$ cat config.mk
export PLATFORM = sky130hd
export DESIGN_NAME = uart_fifo_core
export DESIGN_NICKNAME = d
export VERILOG_FILES = /design/src/rtl/uart_core_pkg.sv /design/src/rtl/uart_sync_fifo.sv /design/src/rtl/uart_tx_engine.sv /design/src/rtl/uart_rx_engine.sv /design/src/rtl/uart_fifo_core.sv
export SDC_FILE = /design/constraint.sdc
export NUM_CORES = 1
export LEC_CHECK = 0
export BUFFER_PORTS_ARGS = -buffer_cell sky130_fd_sc_hd__buf_4
export CAP_MARGIN = 40
export CORE_MARGIN = 2
export CORE_UTILIZATION = 50
export DETAILED_ROUTE_END_ITERATION = 8
export PLACE_DENSITY = 0.7
export SYNTH_ARGS = -nofsm -noshare
export SYNTH_HDL_FRONTEND = slang
export SYNTH_SLANG_ARGS = --single-unit
$ cat constraint.sdc
create_clock -name clk -period 5 [get_ports clk]
set_clock_uncertainty 0.2 [all_clocks]
set_input_delay 1 -clock clk [delete_from_list [all_inputs] [get_ports clk]]
set_output_delay 1 -clock clk [all_outputs]
set_load 0.01 [all_outputs]
$ cat src/rtl/uart_core_pkg.sv
package uart_core_pkg;
  localparam int unsigned DATA_W     = 8;
  localparam int unsigned DIV_W      = 16;
  localparam int unsigned FRAME_BITS = DATA_W + 2;

  typedef enum logic [1:0] {
    RX_IDLE,
    RX_START,
    RX_DATA,
    RX_STOP
  } rx_state_e;
endpackage

$ cat src/rtl/uart_sync_fifo.sv
module uart_sync_fifo #(
  parameter int unsigned WIDTH = 8,
  parameter int unsigned DEPTH = 8
) (
  input  logic             clk,
  input  logic             rst,
  input  logic             flush,
  input  logic             push,
  input  logic [WIDTH-1:0] wdata,
  input  logic             pop,
  output logic [WIDTH-1:0] rdata,
  output logic             full,
  output logic             empty
);
  localparam int unsigned AW = (DEPTH > 2) ? $clog2(DEPTH) : 1;

  logic [WIDTH-1:0] mem [DEPTH];
  logic [AW-1:0]    wr_ptr, rd_ptr;
  logic [AW:0]      count;
  logic             do_push, do_pop;

  assign full    = (count == (AW+1)'(DEPTH));
  assign empty   = (count == '0);
  assign do_push = push && !full && !flush;
  assign do_pop  = pop && !empty && !flush;
  assign rdata   = mem[rd_ptr];

  // storage without reset so a RAM can be inferred
  always_ff @(posedge clk) begin
    if (do_push) mem[wr_ptr] <= wdata;
  end

  always_ff @(posedge clk) begin
    if (rst || flush) begin
      wr_ptr <= '0;
      rd_ptr <= '0;
      count  <= '0;
    end else begin
      if (do_push) wr_ptr <= wr_ptr + 1'b1;
      if (do_pop)  rd_ptr <= rd_ptr + 1'b1;
      case ({do_push, do_pop})
        2'b10:   count <= count + 1'b1;
        2'b01:   count <= count - 1'b1;
        default: count <= count;
      endcase
    end
  end
endmodule

$ cat src/rtl/uart_tx_engine.sv
module uart_tx_engine
  import uart_core_pkg::*;
(
  input  logic              clk,
  input  logic              rst,
  input  logic              enable,
  input  logic [DIV_W-1:0]  div,
  input  logic              q_empty,
  input  logic [DATA_W-1:0] q_data,
  output logic              q_pop,
  output logic              ser_out,
  output logic              busy
);
  localparam int unsigned BIT_W = $clog2(FRAME_BITS + 1);

  logic [DATA_W:0]  shreg;
  logic [DIV_W-1:0] cnt;
  logic [BIT_W-1:0] bitn;
  logic [DIV_W:0]   cnt_inc;
  logic             bit_end;

  assign cnt_inc = {1'b0, cnt} + {{DIV_W{1'b0}}, 1'b1};
  assign bit_end = (cnt_inc >= {1'b0, div});
  assign q_pop   = !busy && enable && !q_empty;

  always_ff @(posedge clk) begin
    if (rst) begin
      busy    <= 1'b0;
      ser_out <= 1'b1;
      shreg   <= '0;
      cnt     <= '0;
      bitn    <= '0;
    end else if (q_pop) begin
      busy    <= 1'b1;
      ser_out <= 1'b0;                // start bit
      shreg   <= {1'b1, q_data};      // stop bit above the data
      cnt     <= '0;
      bitn    <= '0;
    end else if (busy) begin
      if (bit_end) begin
        cnt <= '0;
        if (bitn == BIT_W'(FRAME_BITS - 1)) begin
          busy <= 1'b0;
        end else begin
          ser_out <= shreg[0];
          shreg   <= {1'b0, shreg[DATA_W:1]};
          bitn    <= bitn + 1'b1;
        end
      end else begin
        cnt <= cnt + 1'b1;
      end
    end
  end
endmodule

$ cat src/rtl/uart_rx_engine.sv
module uart_rx_engine
  import uart_core_pkg::*;
(
  input  logic              clk,
  input  logic              rst,
  input  logic              enable,
  input  logic [DIV_W-1:0]  div,
  input  logic              ser_in,
  output logic              push,
  output logic [DATA_W-1:0] pdata,
  output logic              in_frame
);
  localparam int unsigned IDX_W = $clog2(DATA_W);

  rx_state_e         state;
  logic [1:0]        sync;
  logic              line;
  logic [DIV_W-1:0]  cnt;
  logic [IDX_W-1:0]  bitn;
  logic [DATA_W-1:0] shreg;
  logic [DIV_W:0]    cnt_inc;
  logic              half_end, full_end;

  assign line     = sync[1];
  assign cnt_inc  = {1'b0, cnt} + {{DIV_W{1'b0}}, 1'b1};
  assign half_end = (cnt_inc >= {2'b00, div[DIV_W-1:1]});
  assign full_end = (cnt_inc >= {1'b0, div});
  assign in_frame = (state != RX_IDLE);

  always_ff @(posedge clk) begin
    if (rst) sync <= 2'b11;
    else     sync <= {sync[0], ser_in};
  end

  always_ff @(posedge clk) begin
    if (rst) begin
      state <= RX_IDLE;
      cnt   <= '0;
      bitn  <= '0;
      shreg <= '0;
      push  <= 1'b0;
      pdata <= '0;
    end else begin
      push <= 1'b0;
      if (!enable) begin
        state <= RX_IDLE;
        cnt   <= '0;
      end else begin
        case (state)
          RX_IDLE: begin
            cnt <= '0;
            if (!line) state <= RX_START;
          end
          RX_START: begin
            if (half_end) begin
              cnt   <= '0;
              bitn  <= '0;
              state <= line ? RX_IDLE : RX_DATA;
            end else cnt <= cnt + 1'b1;
          end
          RX_DATA: begin
            if (full_end) begin
              cnt   <= '0;
              shreg <= {line, shreg[DATA_W-1:1]};
              bitn  <= bitn + 1'b1;
              if (bitn == IDX_W'(DATA_W - 1)) state <= RX_STOP;
            end else cnt <= cnt + 1'b1;
          end
          RX_STOP: begin
            if (full_end) begin
              cnt   <= '0;
              state <= RX_IDLE;
              if (line) begin
                push  <= 1'b1;
                pdata <= shreg;
              end
            end else cnt <= cnt + 1'b1;
          end
          default: state <= RX_IDLE;
        endcase
      end
    end
  end
endmodule

$ cat src/rtl/uart_fifo_core.sv
module uart_fifo_core
  import uart_core_pkg::*;
#(
  parameter int unsigned FIFO_DEPTH = 8
) (
  input  logic              clk,
  input  logic              rst,
  input  logic              tx_enable,
  input  logic              rx_enable,
  input  logic              irq_txe_en,
  input  logic              irq_rxne_en,
  input  logic              tx_flush,
  input  logic              rx_flush,
  input  logic [DIV_W-1:0]  baud_div,
  input  logic              tx_wr,
  input  logic [DATA_W-1:0] tx_wdata,
  input  logic              rx_rd,
  output logic [DATA_W-1:0] rx_rdata,
  output logic              tx_full,
  output logic              rx_full,
  output logic              tx_empty,
  output logic              rx_empty,
  output logic              tx_idle,
  output logic              rx_idle,
  output logic              irq,
  input  logic              ser_in,
  output logic              ser_out
);
  logic [DATA_W-1:0] txq_head, rx_byte;
  logic              txq_pop, tx_busy, rx_push, rx_in_frame;

  uart_sync_fifo #(.WIDTH(DATA_W), .DEPTH(FIFO_DEPTH)) i_txq (
    .clk(clk), .rst(rst), .flush(tx_flush),
    .push(tx_wr), .wdata(tx_wdata),
    .pop(txq_pop), .rdata(txq_head),
    .full(tx_full), .empty(tx_empty)
  );

  uart_tx_engine i_tx (
    .clk(clk), .rst(rst), .enable(tx_enable), .div(baud_div),
    .q_empty(tx_empty || tx_flush), .q_data(txq_head), .q_pop(txq_pop),
    .ser_out(ser_out), .busy(tx_busy)
  );

  uart_rx_engine i_rx (
    .clk(clk), .rst(rst), .enable(rx_enable), .div(baud_div),
    .ser_in(ser_in), .push(rx_push), .pdata(rx_byte), .in_frame(rx_in_frame)
  );

  uart_sync_fifo #(.WIDTH(DATA_W), .DEPTH(FIFO_DEPTH)) i_rxq (
    .clk(clk), .rst(rst), .flush(rx_flush),
    .push(rx_push), .wdata(rx_byte),
    .pop(rx_rd), .rdata(rx_rdata),
    .full(rx_full), .empty(rx_empty)
  );

  assign tx_idle = !tx_busy && tx_empty;
  assign rx_idle = !rx_in_frame;

  always_ff @(posedge clk) begin
    if (rst) irq <= 1'b0;
    else     irq <= (irq_txe_en && tx_empty) || (irq_rxne_en && !rx_empty);
  end
endmodule

==> impl_metrics.ini <==
[status]
status = completed

[grt]
grt_max_degree = 41
busiest_layer = met2
met3_usage_pct = 2.82
use_met1_pct = 24.1
grt_pass1_vias = 6553
gr-usage-met2_pct = 32.1
track_usage_pct = 18.6
antenna_found_initial = 0
grt_pass1_wl_um = 32900
grt-ovfl-total = 0

[drt]
via_per_inst = 5.48
dr.pass1.iters = 5
vias = 6520
drc = 0
ant_nets = 0
drt_iter0_markers = 349
wl_per_cell_um = 16.7
drt_wl_total_um = 19800

[critical_path]
crit_path_frequent_cell = nand3_1
r2r_start = i_tx.cnt[2]
max_stage_delay_ps = 490
worstPathArrival_ps = 4350
cp_slowest_cell = nor4_1
critPathKind = reg -> reg
path_delay_family = simple AND/OR/NAND/NOR gates
critPathMaxFanout = 21
worst_setup_path_end_kind = flip-flop
critical_path_cell_count = 14
r2r_setup_slack_ps = 840
critPathLaunchType = flip-flop
r2r_end = i_tx.shreg[4]
crit_chain = nand3_1 -> nor2_1 -> nand3_1 -> nor2_1 -> nand3_1 -> xnor2_1 -> ha_1 -> nand2_1 -> nor4_1 -> o211ai_1 -> o211a_2 -> nor2_4 -> nor3_1 -> a2111oi_2
r2r.worst_path.cells = 14
worst-path-buf-inv = 0
worstPathRequired_ps = 5190

[finish]
layout_commonest_cell = edfxtp_1
fillers = 1611
fin_nets = 1001
instances_no_fill = 1189
finish.utilization_pct = 58.7
area_delta_synth_final_pct = 14.4
regArea_um2 = 5810
drive_above_1_share_pct = 18.4
multi_input_area_um2 = 4360
insertedDiodeCount = 0
final_cell_mix = edfxtp_1 (128), dfxtp_1 (98), nor2_1 (94), ha_1 (63), buf_4 (62)

[logic_synthesis]
yosysTopAreaCell = edfxtp_1
ys_top_cells_by_area = edfxtp_1 (37%), dfxtp_1 (19%), ha_1 (7.5%), mux4_2 (6.9%), nor2_1 (3.4%)
yosysTopAreaCellShare_pct = 36.8
ys_ff_latch = 226
synth_edf_count = 128
synthesis.area_um2 = 10500
yosys_warnings = 0
ys_types = 68
synth-async-reset-ratio_pct = 0
syn_nets = 939
synth_ff_type = edfxtp_1
netlist_instances = 839
synth.avg_cell_area_um2 = 12.5
synth_seq_area_share_pct = 55.5

[hold_path]
worstHoldEndpoint = i_rx.sync[1]
min_path_type = reg -> reg
hold_start = i_rx.sync[0]
hold_depth = 1

[cts]
htree_levels = 1
post-cts-setup-buffer-count = 0
numCtsBuffers = 24
cts_resized = 0
cts_hold_buf = 0
cts_root_buf = clkbuf_16
cts.sink_count = 226
path_clk_slew_ps = 60
clockBufferDepth = 3
clk_latency_ps = 510
cts_tree = built

[floorplan]
pin_count = 51
die_area_um2 = 22100
dieWidth_um = 149
die_y_um = 149
start_util_pct = 51.3
num_rows = 52
core_um2 = 20400

[power]
ir_drop_mv = 0.357
p_seq_share_pct = 50.5
swShare_pct = 20.4
p_clk_share_pct = 46.0
combPwrFrac_pct = 3.5
p_per_area_nw_per_um2 = 326
p_int_mw = 3.11
leakagePower_nw = 4.52
switchingPower_mw = 0.797

[sta]
slew_violations = 0
max-slew-margin-rel_pct = 45.7
setup_viol = 0
hold_slack_ps = 206
fin_crit_ps = 4160
rsz0062_at_grt = no
fmax_mhz = 240
fin_tns_setup_ps = 0
worst_pin_slew_ps = 814
fin_crit_sh_pct = 83.2
finalHoldViolCount = 0

[place]
dp_cells = 1144
portBuffers = 50
hpwlAfterDp_um = 14100
finalWeightedCongestion = 0.832

[run]
cap_violations = 0
area by class of cell:
cell class,instances,share of cell area (%)
clock inverters,12,1.23
flip-flops and latches,226,48.5
inverters,43,1.35
repair buffers,64,4.06
clock buffers,32,5.53
well taps,270,2.82
multi-input cells,542,36.5
per-layer routing:
| layer | vias up | part of all wire [%] |
|---|---|---|
| li1 | 3242 | - |
| met1 | 3112 | 44 |
| met2 | 125 | 49 |
| met3 | 41 | 3.5 |
| met4 | 0 | 2.9 |
| met5 | - | 0 |
power by group through the flow:
| stage | sequential [mW] | combinational, mW | clock (mW) |
|---|---|---|---|
| floorplan | 2.01 | 0.0815 | 0 |
| global placement | 2.01 | 0.134 | 0 |
| detailed placement | 2.01 | 0.137 | 0 |
| CTS | 1.97 | 0.138 | 1.83 |
| global route | 1.97 | 0.153 | 1.90 |
| finish | 1.97 | 0.136 | 1.80 |
cells in the mapped netlist, types with 7 or more instances:
library cell,instances
clkbuf_1,15
nor2_1,94
a2111oi_2,7
nor2b_1,10
a211oi_1,14
ha_1,63
xnor2_1,24
buf_2,8
nor3_1,21
mux2_2,8
o21ai_0,18
a22o_1,11
mux4_2,32
nand2_1,52
xor2_1,19
nand2b_1,10
mux2i_1,16
nand4_1,15
nand3_1,16
edfxtp_1,128
a21oi_1,25
dfxtp_1,98
inv_1,43
flip-flops by register name (all words and copies together) (netlist names), named ones only:
| register | cells |
|---|---|
| i_rx.state | 1 |
| i_rx.cnt | 16 |
| i_rx.shreg | 8 |
| i_rx.push | 1 |
| i_tx.ser_out | 1 |
| i_rxq.count | 4 |
| i_rxq.mem | 64 |
| i_txq.rd_ptr | 3 |
| i_tx.cnt | 16 |
| i_tx.shreg | 9 |
| i_txq.count | 4 |
| i_rxq.rd_ptr | 3 |
| i_tx.busy | 1 |
| i_txq.mem | 64 |
| i_rx.sync | 2 |
| i_tx.bitn | 4 |
| i_rx.bitn | 3 |
| irq | 1 |
| i_rx.pdata | 8 |
| i_txq.wr_ptr | 3 |
| i_rxq.wr_ptr | 3 |
cell families (layout without fill, tap and decap cells):
| group | count (synthesis) | count (layout) | share of synthesized area, % |
|---|---|---|---|
| AOI/OAI and AO/OA | 117 | 117 | 8.65 |
| and+or+nand+nor | 260 | 260 | 12.1 |
| muxes | 57 | 57 | 9.43 |
| buffers and inverters | 71 | 151 | 2.75 |
| adders and majority gates | 65 | 65 | 7.92 |
| DFF | 226 | 226 | 55.5 |
| xor gates and xnor gates | 43 | 43 | 3.60 |
stage by stage:
step           area, um2  total power [mW]  worst slack [ps]
4_1_cts            12000              3.94               814
2_1_floorplan      10500              2.09              1580
6_report           12000              3.91               839
3_5_place_dp       11100              2.15               909
5_1_grt            12000              4.03               405
3_3_place_gp       11100              2.15              1020
worst max-delay path by stage:
| stage | start | slack, ps | to |
|---|---|---|---|
| 4_1_cts | i_tx.cnt[0] | 810 | i_tx.shreg[4] |
| 3_5_place_dp | i_tx.cnt[0] | 910 | i_tx.shreg[4] |
| 2_1_floorplan | i_tx.cnt[0] | 1580 | i_tx.ser_out |
| 5_1_grt | i_tx.cnt[0] | 410 | i_tx.shreg[0] |
| 3_3_place_gp | tx_flush | 1020 | i_txq.count[3] |
| 6_report | i_tx.cnt[2] | 840 | i_tx.shreg[4] |
No activity file was read; power rests on OpenSTA's default activity.
